[config.mk]
export PLATFORM = sky130hd
export DESIGN_NAME = eth_da_filter
export DESIGN_NICKNAME = d
export VERILOG_FILES = /design/src/rtl/da_filter_pkg.sv /design/src/rtl/da_crc_engine.sv /design/src/rtl/da_classify.sv /design/src/rtl/da_decide.sv /design/src/rtl/eth_da_filter.sv
export SDC_FILE = /design/constraint.sdc
export NUM_CORES = 1
export LEC_CHECK = 0
export BUFFER_PORTS_ARGS = -buffer_cell sky130_fd_sc_hd__buf_2
export CAP_MARGIN = 15
export CORE_MARGIN = 5
export CORE_UTILIZATION = 55
export CTS_CLUSTER_SIZE = 16
export DETAILED_ROUTE_END_ITERATION = 16
export PLACE_DENSITY = 0.81
export SLEW_MARGIN = 20
export SYNTH_ARGS = -nofsm -noshare
export SYNTH_HDL_FRONTEND = slang
export SYNTH_SLANG_ARGS = --single-unit
export TNS_END_PERCENT = 50
[constraint.sdc]
create_clock -name clk -period 4 [get_ports clk]
set_input_delay 0.8 -clock clk [delete_from_list [all_inputs] [get_ports clk]]
set_output_delay 0.8 -clock clk [all_outputs]
set_load 0.005 [all_outputs]
[src/rtl/da_filter_pkg.sv]
package da_filter_pkg;

   localparam logic [31:0] CRC_POLY = 32'h04C1_1DB7;

   typedef struct packed {
      logic promisc;
      logic bcast_block;
      logic mcast_all;
      logic mcast_hash;
      logic ucast_hash;
      logic invert_exact;
   } filt_mode_t;

   typedef struct packed {
      logic bcast;
      logic group;
      logic mcast;
      logic exact_hit;
   } addr_class_t;

   typedef enum logic {
      ENG_IDLE = 1'b0,
      ENG_RUN  = 1'b1
   } eng_state_t;

endpackage

[src/rtl/da_crc_engine.sv]
module da_crc_engine
   import da_filter_pkg::*;
#(
   parameter int ADDR_BYTES = 6,
   parameter int IDX_W      = 6,
   localparam int ADDR_W    = 8 * ADDR_BYTES,
   localparam int CNT_W     = $clog2(ADDR_BYTES + 1)
) (
   input  logic              clk,
   input  logic              rst_n,
   input  logic              start,
   input  logic [ADDR_W-1:0] addr,
   output logic [ADDR_W-1:0] addr_q,
   output logic              last_step,
   output logic [IDX_W-1:0]  idx_next
);

   eng_state_t        st_q;
   logic [CNT_W-1:0]  cnt_q;
   logic [31:0]       crc_q;
   logic [ADDR_W-1:0] sh_q;
   logic [7:0]        cur_byte;
   logic [31:0]       stage [0:8];

   assign cur_byte = sh_q[ADDR_W-1 -: 8];
   assign stage[0] = crc_q;

   // one serial CRC step per data bit, bit 0 of the byte first
   for (genvar b = 0; b < 8; b++) begin : g_bit
      logic fb;
      assign fb         = stage[b][31] ^ cur_byte[b];
      assign stage[b+1] = {stage[b][30:0], 1'b0} ^ (fb ? CRC_POLY : 32'h0);
   end

   assign idx_next  = stage[8][31 -: IDX_W];
   assign last_step = (st_q == ENG_RUN) && (cnt_q == CNT_W'(ADDR_BYTES - 1));

   always_ff @(posedge clk or negedge rst_n) begin
      if (!rst_n) begin
         st_q   <= ENG_IDLE;
         cnt_q  <= '0;
         crc_q  <= '1;
         sh_q   <= '0;
         addr_q <= '0;
      end else if (start) begin
         st_q   <= ENG_RUN;
         cnt_q  <= '0;
         crc_q  <= '1;
         sh_q   <= addr;
         addr_q <= addr;
      end else if (st_q == ENG_RUN) begin
         crc_q <= stage[8];
         sh_q  <= sh_q << 8;
         cnt_q <= cnt_q + 1'b1;
         if (last_step) st_q <= ENG_IDLE;
      end
   end

endmodule

[src/rtl/da_classify.sv]
module da_classify
   import da_filter_pkg::*;
#(
   parameter int ADDR_BYTES = 6,
   localparam int ADDR_W    = 8 * ADDR_BYTES
) (
   input  logic [ADDR_W-1:0] addr,
   input  logic [ADDR_W-1:0] station,
   output addr_class_t       cls
);

   always_comb begin
      cls.bcast     = &addr;
      cls.group     = addr[ADDR_W-8];
      cls.mcast     = addr[ADDR_W-8] && !(&addr);
      cls.exact_hit = (addr == station);
   end

endmodule

[src/rtl/da_decide.sv]
module da_decide
   import da_filter_pkg::*;
#(
   parameter int HASH_WORD_W = 32,
   localparam int IDX_W      = $clog2(2 * HASH_WORD_W),
   localparam int BIT_W      = IDX_W - 1
) (
   input  filt_mode_t             mode,
   input  addr_class_t            cls,
   input  logic [IDX_W-1:0]       idx,
   input  logic [HASH_WORD_W-1:0] hash_hi,
   input  logic [HASH_WORD_W-1:0] hash_lo,
   output logic                   accept
);

   logic             use_hash;
   logic             hash_bit;
   logic [BIT_W-1:0] bit_sel;

   assign bit_sel  = idx[BIT_W-1:0];
   assign use_hash = cls.group ? mode.mcast_hash : mode.ucast_hash;
   assign hash_bit = idx[IDX_W-1] ? hash_hi[bit_sel] : hash_lo[bit_sel];

   always_comb begin
      if (mode.promisc)
         accept = 1'b1;
      else if (cls.bcast)
         accept = !mode.bcast_block;
      else if (cls.group && mode.mcast_all)
         accept = 1'b1;
      else if (use_hash)
         accept = hash_bit;
      else
         accept = cls.exact_hit ^ mode.invert_exact;
   end

endmodule

[src/rtl/eth_da_filter.sv]
module eth_da_filter
   import da_filter_pkg::*;
#(
   parameter int ADDR_BYTES  = 6,
   parameter int HASH_WORD_W = 32,
   localparam int ADDR_W     = 8 * ADDR_BYTES,
   localparam int IDX_W      = $clog2(2 * HASH_WORD_W)
) (
   input  logic                   clk,
   input  logic                   rst_n,
   input  logic                   start,
   input  logic [ADDR_W-1:0]      dest_addr,
   input  logic [ADDR_W-1:0]      station_addr,
   input  logic [HASH_WORD_W-1:0] hash_hi,
   input  logic [HASH_WORD_W-1:0] hash_lo,
   input  logic                   promisc,
   input  logic                   bcast_block,
   input  logic                   mcast_all,
   input  logic                   mcast_hash,
   input  logic                   ucast_hash,
   input  logic                   invert_exact,
   output logic                   done,
   output logic                   accept,
   output logic                   is_bcast,
   output logic                   is_mcast
);

   if (ADDR_BYTES < 1) begin : g_bad_bytes
      $error("ADDR_BYTES must be at least 1");
   end
   if (HASH_WORD_W < 2 || (HASH_WORD_W & (HASH_WORD_W - 1)) != 0) begin : g_bad_hash
      $error("HASH_WORD_W must be a power of two of at least 2");
   end
   if (IDX_W > 32) begin : g_bad_idx
      $error("hash index wider than the CRC");
   end

   logic [ADDR_W-1:0] addr_q;
   logic              last_step;
   logic [IDX_W-1:0]  idx_next;
   addr_class_t       cls;
   filt_mode_t        mode;
   logic              verdict;

   assign mode = '{promisc:      promisc,
                   bcast_block:  bcast_block,
                   mcast_all:    mcast_all,
                   mcast_hash:   mcast_hash,
                   ucast_hash:   ucast_hash,
                   invert_exact: invert_exact};

   da_crc_engine #(.ADDR_BYTES(ADDR_BYTES), .IDX_W(IDX_W)) u_crc (
      .clk       (clk),
      .rst_n     (rst_n),
      .start     (start),
      .addr      (dest_addr),
      .addr_q    (addr_q),
      .last_step (last_step),
      .idx_next  (idx_next)
   );

   da_classify #(.ADDR_BYTES(ADDR_BYTES)) u_cls (
      .addr    (addr_q),
      .station (station_addr),
      .cls     (cls)
   );

   da_decide #(.HASH_WORD_W(HASH_WORD_W)) u_dec (
      .mode    (mode),
      .cls     (cls),
      .idx     (idx_next),
      .hash_hi (hash_hi),
      .hash_lo (hash_lo),
      .accept  (verdict)
   );

   always_ff @(posedge clk or negedge rst_n) begin
      if (!rst_n) begin
         done     <= 1'b0;
         accept   <= 1'b0;
         is_bcast <= 1'b0;
         is_mcast <= 1'b0;
      end else begin
         done <= last_step && !start;
         if (last_step && !start) begin
            accept   <= verdict;
            is_bcast <= cls.bcast;
            is_mcast <= cls.mcast;
         end
      end
   end

endmodule

==> flow_summary.yaml <==
cts:
  clock_latency_ps: 420
  hold_buffers: 0
  cts_root_buf: "clkbuf_16"
  cts.sinks: 136
  cts.path.max_buffers: 2
  cts_setup_buffers: 0
  cts_made_buffers: 17
  cts_tree: "built"
  cts-resized-gates: 0
  clkTransAtPathRegs_ps: 60
  cts_htree_levels: 4
worst_setup_path:
  slowest_delay_ps: 690
  slowest_stage: "xnor2_4"
  cp.required_ps: 4290
  critPathLaunchType: "flip-flop"
  critPathTopFamily: "XOR/XNOR gates"
  cp_max_fo: 22
  cp_num_buf_inv: 0
  cp-end-kind: "flip-flop"
  crit_arrival_ps: 3670
  path_cells: "xnor2_1, xnor3_2, xnor2_4, mux4_2, a21oi_1, o31ai_1, o31ai_1, a21oi_1"
  worstSetupPathType: "reg2reg"
final_layout:
  drive_gt1_frac: 0.291
  area_growth_pct: 20.8
  antenna_cells: 0
  final_nets: 1106
  nFillCells: 1083
pwr:
  ir_drop_mv: 0.635
  p_sw_uw: 3170
  clkPwrFrac: 0.194
  power.share.combinational: 0.564
  p_per_area_nw_per_um2: 860
  total_power_uw: 8060
  leakage_uw: 0.00460
  swShare: 0.394
  p_int_uw: 4890
  seqPwrFrac: 0.242
global_routing:
  grt_usage: 0.261
  gr-total-overflow: 0
  grt_max_degree: 173
  grt_pass1_vias: 6296
  grt_pass1_wl_mm: 33.4
  antenna_found_initial: 0
logic_synthesis:
  synth.area.top_cells: "dfrtp_1 (34%), dfstp_2 (11%), xor2_1 (7.8%)"
  synthArstFlopShare: 1.00
  synth_area_per_cell_sq_um: 10.0
  yosysWarnings: 0
  synth-main-ff-cell: "dfrtp_1"
  synth_top_cell_area_share: 0.336
  syn-num-nets: 945
  yosysSeqAreaShare: 0.444
  synth_common_cells: "dfrtp_1 (104), o21ai_0 (82), nand2_1 (78), xor2_1 (69), mux2i_1 (60)"
  synthCells: 774
  synth_edf_count: 0
  synth_seq_cells: 136
  synth_most_common_cell: "dfrtp_1"
  yosys.area.top_type: "dfrtp_1"
  synth_area_sq_um: 7760
  synthDistinctLibCells: 50
run_status:
  status: "completed"
floorplan:
  die_h_um: 129
  core_area_sq_um: 13900
  die_width_um: 129
  die_area_sq_um: 16600
  placementRows: 43
  io_pins: 173
  start_util: 0.559
route:
  routed_via_density: 5.64
  antenna_left: 0
  drcViolationCount: 0
  dr.pass1.iters: 6
  vias: 6358
  wl_per_cell_um: 18.9
  dr.first_iter.drc_count: 574
  drt-total-wl_mm: 21.3
sta:
  skew_ps: 12.6
  fmax_ghz: 0.297
  rsz0062_at_grt: "no"
  hold_viol_final: 0
  slew_violations: 0
  min_period_ps: 3370
  worst_slew_pin_slew_ps: 805
  min_period_over_period: 0.843
  setup_viol: 0
  fin_ws_ps: 628
  timing.slew.headroom: 0.459
  final.setup.tns_ps: 0
place:
  io_buffers: 172
  dp.final_hpwl_mm: 15.6
  pre_cts_ws_ps: 606
  gp_congestion: 0.908
worst_hold_path:
  hp-class: "in2async"
flow_run:
  max-cap-violations: 0
per-stage QoR:
step,hold slack (ps),instances,utilization,area [sq um]
after floorplan,466,774,-,7760
after CTS,408,1128,0.675,9370
after detailed placement,470,1096,0.633,8780
final,402,1128,0.675,9370
after global placement,459,1096,0.633,8780
after global routing,438,1128,0.675,9370
placed cells by master, fill, tap and decap left out, types with 8 or more instances in the layout:
cell type and n:
clkbuf_16 17, xnor2_1 47, nand2_1 78, nor4_1 16, nor2_1 37, nor2b_1 12
buf_2 170, or2_1 12, nand4_1 15, mux2i_1 60, a22o_1 9, inv_1 42
dfrtp_1 103, a21oi_1 26, xor2_1 69, mux2_2 8, a211o_1 10, or2_2 11
o21ai_0 82, dfstp_2 32
final timing paths:
path,from,endpoint,slack [ps],cells past startpoint
max,u_crc.sh_q[47],accept,630,8
min,rst_n,u_crc.sh_q[44],400,1
max reg2reg,u_crc.sh_q[47],accept,630,8
min reg2reg,is_mcast,is_mcast,500,2
max in group asynchronous,rst_n,u_crc.crc_q[13],2790,2
min in group clk,is_mcast,is_mcast,500,2
kinds of logic (layout without fill, tap and decap cells):
logic type                 Yosys count  in the layout  share of synthesized area
xor gates and xnor gates           127            127                      0.162
buffers and inverters               80            254                     0.0407
DFF                                136            136                      0.444
AOI/OAI and AO/OA                  151            151                      0.116
and+or+nand+nor                    201            201                      0.123
muxes                               77             77                      0.111
adders and majority gates            2              2                    0.00323
sequential cells by signal (all words and copies together) (netlist names):
| signal | flops |
|---|---|
| u_crc.addr_q | 48 |
| is_mcast | 1 |
| u_crc.st_q | 1 |
| u_crc.cnt_q | 3 |
| is_bcast | 1 |
| u_crc.sh_q | 48 |
| u_crc.crc_q | 32 |
| accept | 1 |
| done | 1 |
power groups by stage:
| stage | clock network (uW) | logic, uW | registers, uW |
|---|---|---|---|
| final | 1560 | 4550 | 1950 |
| after global routing | 1650 | 4980 | 1980 |
| after CTS | 1580 | 4560 | 1950 |
| after detailed placement | 0 | 4520 | 1960 |
| after global placement | 0 | 4430 | 1960 |
| after floorplan | 0 | 3730 | 1900 |
final cells by class:
cell class,count,area [sq um],area share
tap,180,225,0.0240
inverter,42,158,0.0168
timing repair buffer,180,955,0.102
clock buffer,18,439,0.0469
multi-input combinational,558,4000,0.427
sequential,136,3450,0.368
clock inverter,14,145,0.0155
layer usage:
layer | track usage | wire length, um
met1 | 0.351 | 8770
met2 | 0.423 | 10500
met3 | 0.0552 | 1460
met4 | 0.0896 | 592
met5 | 0 | 0
worst register-to-register path, cell delays in order (launching register included):
cell and delay [ps]:
dfrtp_1 400, xnor2_1 550, xnor3_2 430, xnor2_4 690, mux4_2 610, a21oi_1 160
o31ai_1 90, o31ai_1 270, a21oi_1 60
(Power assumes the default switching activity.)
